--- src/rtl/aau_pkg.sv ---
package aau_pkg;
  localparam int OP_W = 4;

  typedef enum logic [OP_W-1:0] {
    OP_INC     = 4'd0,
    OP_DEC     = 4'd1,
    OP_ADD_HL  = 4'd2,
    OP_ADD_SP  = 4'd3,
    OP_HIPAGE  = 4'd4,
    OP_POSTINC = 4'd5,
    OP_POSTDEC = 4'd6,
    OP_REL     = 4'd7,
    OP_IMM_LO  = 4'd8,
    OP_IMM_HI  = 4'd9
  } op_e;

  typedef struct packed {
    logic z;
    logic n;
    logic h;
    logic c;
  } flags_t;

  function automatic logic op_defined(input logic [OP_W-1:0] op);
    return op <= OP_IMM_HI;
  endfunction
endpackage

--- src/rtl/aau_sext.sv ---
module aau_sext #(
  parameter int IN_W  = 8,
  parameter int OUT_W = 16
) (
  input  logic [IN_W-1:0]  din,
  output logic [OUT_W-1:0] dout
);
  localparam int EXT_W = OUT_W - IN_W;

  generate
    if (EXT_W > 0) begin : g_ext
      assign dout = {{EXT_W{din[IN_W-1]}}, din};
    end else begin : g_pass
      assign dout = din[OUT_W-1:0];
    end
  endgenerate
endmodule

--- src/rtl/aau_datapath.sv ---
module aau_datapath
  import aau_pkg::*;
#(
  parameter int          W           = 16,
  parameter int          BW          = 8,
  parameter logic [15:0] HIPAGE_BASE = 16'hFF00
) (
  input  logic [OP_W-1:0] op,
  input  logic [W-1:0]    opa,
  input  logic [W-1:0]    opb,
  input  logic [BW-1:0]   byte_val,
  input  logic [BW-1:0]   lo_hold,
  output logic [W-1:0]    result,
  output logic [W-1:0]    addr
);
  localparam int PAD_W = W - BW;

  logic [W-1:0] offs_ext;
  logic [W-1:0] one;
  logic [W-1:0] plus_one;
  logic [W-1:0] minus_one;
  logic [W-1:0] offs_sum;

  aau_sext #(.IN_W(BW), .OUT_W(W)) sext_i (
    .din  (byte_val),
    .dout (offs_ext)
  );

  assign one       = {{(W-1){1'b0}}, 1'b1};
  assign plus_one  = opa + one;
  assign minus_one = opa - one;
  assign offs_sum  = opa + offs_ext;

  always_comb begin
    result = opa;
    addr   = opa;
    unique case (op_e'(op))
      OP_INC:     begin result = plus_one;  addr = plus_one;  end
      OP_DEC:     begin result = minus_one; addr = minus_one; end
      OP_ADD_HL:  begin result = opa + opb; addr = opa + opb; end
      OP_ADD_SP,
      OP_REL:     begin result = offs_sum;  addr = offs_sum;  end
      OP_HIPAGE:  begin
        result = HIPAGE_BASE[W-1:0] + {{PAD_W{1'b0}}, byte_val};
        addr   = HIPAGE_BASE[W-1:0] + {{PAD_W{1'b0}}, byte_val};
      end
      OP_POSTINC: begin result = plus_one;  addr = opa; end
      OP_POSTDEC: begin result = minus_one; addr = opa; end
      OP_IMM_LO:  begin
        result = {{PAD_W{1'b0}}, byte_val};
        addr   = {{PAD_W{1'b0}}, byte_val};
      end
      OP_IMM_HI:  begin
        result = {byte_val[PAD_W-1:0], lo_hold};
        addr   = {byte_val[PAD_W-1:0], lo_hold};
      end
      default:    begin result = opa; addr = opa; end
    endcase
  end
endmodule

--- src/rtl/aau_flagpol.sv ---
module aau_flagpol
  import aau_pkg::*;
#(
  parameter int W  = 16,
  parameter int BW = 8
) (
  input  logic [OP_W-1:0] op,
  input  logic [W-1:0]    opa,
  input  logic [W-1:0]    opb,
  input  logic [BW-1:0]   byte_val,
  input  flags_t          fl_in,
  output flags_t          fl_out
);
  localparam int HC_W = W - 4;
  localparam int NB_W = BW / 2;

  logic [W:0]      wide_sum;
  logic [HC_W:0]   wide_half;
  logic [BW:0]     low_sum;
  logic [NB_W:0]   low_nib;

  assign wide_sum  = {1'b0, opa} + {1'b0, opb};
  assign wide_half = {1'b0, opa[HC_W-1:0]} + {1'b0, opb[HC_W-1:0]};
  assign low_sum   = {1'b0, opa[BW-1:0]} + {1'b0, byte_val};
  assign low_nib   = {1'b0, opa[NB_W-1:0]} + {1'b0, byte_val[NB_W-1:0]};

  always_comb begin
    fl_out = fl_in;
    if (op == OP_ADD_HL) begin
      fl_out.n = 1'b0;
      fl_out.h = wide_half[HC_W];
      fl_out.c = wide_sum[W];
    end else if (op == OP_ADD_SP) begin
      fl_out.z = 1'b0;
      fl_out.n = 1'b0;
      fl_out.h = low_nib[NB_W];
      fl_out.c = low_sum[BW];
    end
  end
endmodule

--- src/rtl/addr_arith_unit.sv ---
module addr_arith_unit
  import aau_pkg::*;
#(
  parameter int          W           = 16,
  parameter int          BW          = 8,
  parameter logic [15:0] HIPAGE_BASE = 16'hFF00
) (
  input  logic            clk,
  input  logic            rst_n,
  input  logic            en_i,
  input  logic [OP_W-1:0] op_i,
  input  logic [W-1:0]    opa_i,
  input  logic [W-1:0]    opb_i,
  input  logic [BW-1:0]   byte_i,
  input  logic [3:0]      flags_i,
  output logic [W-1:0]    result_o,
  output logic [W-1:0]    addr_o,
  output logic [3:0]      flags_o,
  output logic            valid_o
);
  localparam int SYNC_STAGES = 2;

  // reset: asserted asynchronously, released through a short flop chain
  logic [SYNC_STAGES-1:0] rst_pipe;
  logic                   rst_q_n;

  always_ff @(posedge clk or negedge rst_n) begin
    if (!rst_n) rst_pipe <= '0;
    else        rst_pipe <= {rst_pipe[SYNC_STAGES-2:0], 1'b1};
  end
  assign rst_q_n = rst_pipe[SYNC_STAGES-1];

  // combinational paths
  logic [W-1:0]  dp_result, dp_addr;
  logic [BW-1:0] lo_q, lo_d;
  flags_t        fl_calc;
  logic          upd;
  logic          lo_en;

  aau_datapath #(.W(W), .BW(BW), .HIPAGE_BASE(HIPAGE_BASE)) dp_i (
    .op       (op_i),
    .opa      (opa_i),
    .opb      (opb_i),
    .byte_val (byte_i),
    .lo_hold  (lo_q),
    .result   (dp_result),
    .addr     (dp_addr)
  );

  aau_flagpol #(.W(W), .BW(BW)) fp_i (
    .op       (op_i),
    .opa      (opa_i),
    .opb      (opb_i),
    .byte_val (byte_i),
    .fl_in    (flags_t'(flags_i)),
    .fl_out   (fl_calc)
  );

  // next state
  logic [W-1:0] result_d, addr_d;
  logic [3:0]   flags_d;
  logic         valid_d;

  always_comb begin
    upd      = en_i && op_defined(op_i);
    lo_en    = en_i && (op_i == OP_IMM_LO);
    lo_d     = lo_en ? byte_i : lo_q;
    result_d = upd ? dp_result : result_o;
    addr_d   = upd ? dp_addr   : addr_o;
    flags_d  = upd ? fl_calc   : flags_o;
    valid_d  = upd;
  end

  // registers
  always_ff @(posedge clk or negedge rst_q_n) begin
    if (!rst_q_n) begin
      result_o <= '0;
      addr_o   <= '0;
      flags_o  <= '0;
      valid_o  <= 1'b0;
      lo_q     <= '0;
    end else begin
      result_o <= result_d;
      addr_o   <= addr_d;
      flags_o  <= flags_d;
      valid_o  <= valid_d;
      lo_q     <= lo_d;
    end
  end

  // assertions
  a_r2_valid_pulse: assert property (@(posedge clk) disable iff (!rst_q_n)
    (en_i && op_defined(op_i)) |=> valid_o);

  a_r10_idle_hold: assert property (@(posedge clk) disable iff (!rst_q_n)
    !(en_i && op_defined(op_i)) |=> (!valid_o && $stable(result_o) && $stable(addr_o) && $stable(flags_o)));

  a_r3_step_flags_kept: assert property (@(posedge clk) disable iff (!rst_q_n)
    (en_i && (op_i == OP_INC || op_i == OP_DEC)) |=> (flags_o == $past(flags_i)));

  a_r4_hl_add_zn: assert property (@(posedge clk) disable iff (!rst_q_n)
    (en_i && op_i == OP_ADD_HL) |=> (flags_o[3] == $past(flags_i[3]) && !flags_o[2]));

  a_r5_sp_add_zn: assert property (@(posedge clk) disable iff (!rst_q_n)
    (en_i && op_i == OP_ADD_SP) |=> (flags_o[3:2] == 2'b00));

  a_r6_hipage_top: assert property (@(posedge clk) disable iff (!rst_q_n)
    (en_i && op_i == OP_HIPAGE) |=> (addr_o == result_o && addr_o[W-1:BW] == HIPAGE_BASE[W-1:BW]));

  a_r7_post_step: assert property (@(posedge clk) disable iff (!rst_q_n)
    (en_i && op_i == OP_POSTINC) |=> (addr_o == $past(opa_i) && result_o == addr_o + 1'b1));

  a_r9_imm_join: assert property (@(posedge clk) disable iff (!rst_q_n)
    (en_i && op_i == OP_IMM_LO) |=> (result_o[W-1:BW] == '0 && lo_q == result_o[BW-1:0]));
endmodule

--- config.mk ---
export PLATFORM = sky130hd
export DESIGN_NAME = addr_arith_unit
export DESIGN_NICKNAME = d
export VERILOG_FILES = /design/src/rtl/aau_pkg.sv /design/src/rtl/aau_sext.sv /design/src/rtl/aau_datapath.sv /design/src/rtl/aau_flagpol.sv /design/src/rtl/addr_arith_unit.sv
export SDC_FILE = /design/constraint.sdc
export NUM_CORES = 1
export LEC_CHECK = 0
export BUFFER_PORTS_ARGS = -buffer_cell sky130_fd_sc_hd__buf_2
export CAP_MARGIN = 20
export CORE_MARGIN = 1
export CORE_UTILIZATION = 58
export CTS_CLUSTER_DIAMETER = 80
export DETAILED_ROUTE_END_ITERATION = 16
export GPL_TIMING_DRIVEN = 0
export PLACE_DENSITY = 0.82
export SLEW_MARGIN = 20
export SYNTH_ARGS = -nofsm -noshare
export SYNTH_HDL_FRONTEND = slang
export SYNTH_SLANG_ARGS = --single-unit
--- constraint.sdc ---
create_clock -name clk -period 1.7 [get_ports clk]
set_input_delay 0 -clock clk [delete_from_list [all_inputs] [get_ports clk]]
set_output_delay 0 -clock clk [all_outputs]
set_load 0.02 [all_outputs]
==> out/metrics.yaml <==
timing:
  rsz0062_at_grt: "true"
  clock_skew_ps: 7.92
  fin_crit_sh_pct: 108
  setup_viol_count_final: 18
  fmax_mhz: 544
  drv_slew: 0
  hold_viol: 0
  setup_ws_ps: -138
  tightest_slew_ps: 864
  max-slew-margin-rel_pct: 42.0
  hold_ws_ps: 15.3
  finalWorstPathRequiredPeriod_ps: 1840
min_path:
  whs_endpoint: "flags_o[1]$_DFFE_PN0P_"
  hp-start: "flags_i[1]"
  min_path_type: "primary input to flip-flop"
  whs_path_depth: 3
yosys:
  synth-seq-cells: 47
  synth_compound_area_share_pct: 33.9
  synthCells: 626
  synthAdderAreaFrac_pct: 9.11
  ys_seq_area_share_pct: 23.6
  synth_top_family_by_area: "compound AO/OA/AOI/OAI gates"
  synth_mux_area_share_pct: 2.49
  yosysUniqueCellTypes: 79
  syn-num-nets: 712
  synth-main-ff-cell: "dfrtp_1"
  syn_avg_cell_area_um2: 7.94
  synth_simple_gate_area_share_pct: 19.8
  synthArstFlopShare_pct: 100
  synth_edf_count: 0
  yosys.area_share.xor_xnor_pct: 6.16
  netlist_area_um2: 4970
  yosysWarnings: 0
power_and_ir_drop:
  peakVddDrop_mv: 0.357
  power_switching_w: 0.00185
  p_int_w: 0.00254
  p_comb_share_pct: 50.6
  p_sw_share_pct: 42.2
  p_leak_nw: 2.69
  power_density_nw_per_um2: 661
  pwr-share-clk_pct: 16.8
  power_w: 0.00438
  power_frac_seq_pct: 32.6
layout:
  num_antenna_cells: 0
  layout-drive-gt1-share_pct: 34.1
  area_delta_synth_final_pct: 33.3
  final_cell_mix: "buf_2 (89), nor2_1 (52), nand2_1 (50)"
  nets: 845
  fill_cells: 541
  design_area_um2: 6630
  final_common_cell: "buf_2"
die:
  fp.dieW_um: 94.6
  die_area_um2: 8950
  initial_core_util_pct: 60.2
  fp.dieH_um: 94.6
  rows: 33
  num_io_pins: 88
  coreArea_um2: 8260
run_status:
  violations: "negative setup slack"
  status: "finished, violations left"
placement:
  place_ws_ps: -778
  port_buffers: 86
  gp_congestion: 0.992
  placed_cell_area_um2: 5660
  dp_hpwl_um: 13500
clocking:
  cts.clk_slew.worst_paths_ps: 90
  cts_buffers: 5
  cts_sinks: 47
  clk_latency_ps: 310
  cts_buffer_depth: 2
  htree_levels: 2
  clock_tree.root_cell: "clkbuf_8"
  cts_tree: "yes"
critical_path:
  end_kind: "flip-flop"
  r2r_end: "addr_o[0]$_DFFE_PN0P_"
  crit_slowest_cell: "a221o_1"
  worstPathRequired_ps: 1880
  cp_max_fo: 3
  slowest_delay_ps: 350
  crit_family: "compound AO/OA/AOI/OAI gates"
  r2r_slack_ps: 30
  cp_cell_sequence: "buf_2 > ha_2 > a21o_1 > a221o_1 > a21oi_2 > nand2_2 > mux2_4 > a221oi_4 > a31oi_1"
  worst-path-buf-inv: 1
  critical_path_class: "primary input to flip-flop"
  r2r_cells: 5
  r2r-start: "lo_q[0]$_DFFE_PN0P_"
  cp-start-kind: "primary input"
  critPathArrivalTime_ps: 2020
global_route:
  grt_max_degree: 29
  antenna_found_initial: 0
  track_usage_pct: 42.6
  grt_pass1_wl_um: 28900
  overflow: 0
  grt_pass1_vias: 5725
route:
  num_vias: 6238
  drtIter0Drc: 607
  final_antenna_net_count: 0
  detail_route.wl_per_cell_um: 24.0
  routed_wl_um: 20800
  viasPerCell: 7.21
  drc: 0
  dr.pass1.iters: 6
flow_run:
  maxCapViolations: 0
[synth_stat cells (all sizes together) (14+ instances only)]
cell type	number	area share [%]
a21o	14	2.1
a21oi	66	6.9
a221oi	14	2.8
a31oi	17	2.1
buf	25	2.8
dfrtp	47	24
ha	33	8.3
inv	15	1.1
nand2	54	4.1
nand3	15	1.5
nor2	56	4.3
o21ai	55	5.5
xnor2	15	2.6
xor2	20	3.5
[flip-flops by register name (all words and copies together) (netlist names)]
register / cells
lo_q: 8
result_o: 16
valid_o: 1
rst_pipe: 2
flags_o: 4
addr_o: 16
[kinds of logic (layout without fill, tap and decap cells)]
logic type,after synthesis,after routing
AOI/OAI and AO/OA,250,250
and+or+nand+nor,196,196
buffers and inverters,51,185
DFF,47,47
adders and majority gates,35,35
xor gates and xnor gates,35,35
muxes,11,11
other,1,1
[what timing repair did]
item                                    4_1_cts  5_1_grt
endpoints found under the setup margin       24       28
hold buffers                                  5        1
setup buffers                                24       11
pin swaps                                    38       44
endpoints found under the hold margin         5        1
gates resized for setup                      65       65
[power groups by stage]
stage	Clock (W)	Combinational (W)	Sequential, W
floorplan	0	0.00101	0.00163
global placement	0	0.00171	0.00144
detailed placement	0	0.00177	0.00144
CTS	0.000733	0.00194	0.00142
global route	0.000795	0.00234	0.00145
finish	0.000738	0.00222	0.00143
[worst max-delay path by stage]
stage             start                        to  slack, ps  cells after the start
2_1_floorplan  opa_i[6]  result_o[13]$_DFFE_PN0P_       -160                      9
3_3_place_gp   opa_i[1]    addr_o[12]$_DFFE_PN0P_       -700                     10
3_5_place_dp   opa_i[1]  result_o[12]$_DFFE_PN0P_       -780                     10
4_1_cts        opa_i[0]    flags_o[0]$_DFFE_PN0P_       -150                     11
5_1_grt        opa_i[5]  result_o[13]$_DFFE_PN0P_       -160                      9
6_report       opa_i[5]  result_o[13]$_DFFE_PN0P_       -140                      9
[metrics by stage]
step                TNS [ps]  util [%]  std cells
CTS                     -457      75.7        853
detailed placement    -16110      68.6        818
global placement      -21940      68.3        817
global route           -2000      80.3        865
finish                 -1350      80.3        865
floorplan               -456         -        626
[cell type report]
class                           instances  area [um^2]  share of cell area [%]
Buffer                                 34          164                    2.47
Sequential cell                        47         1180                    17.8
Multi-Input combinational cell        528         4110                    62.0
Tap cell                              105          131                    1.98
Clock inverter                          1         5.00                  0.0755
Clock buffer                            7         86.3                    1.30
Timing Repair Buffer                  128          893                    13.5
Inverter                               15         60.1                   0.906
[routing by layer]
metal	vias up	part of all wire, %	global-route usage [%]
li1	2646	-	-
met1	2871	36	52.8
met2	561	46	71.0
met3	160	11	6.92
met4	0	7.3	21.6
met5	-	0	0
[tightest hold or removal path: cells and delay by family]
family | cells | cell delay (ps)
AOI/OAI and AO/OA | 1 | 150
buffers and inverters | 1 | 70
muxes | 1 | 50
(Power assumes the default switching activity.)
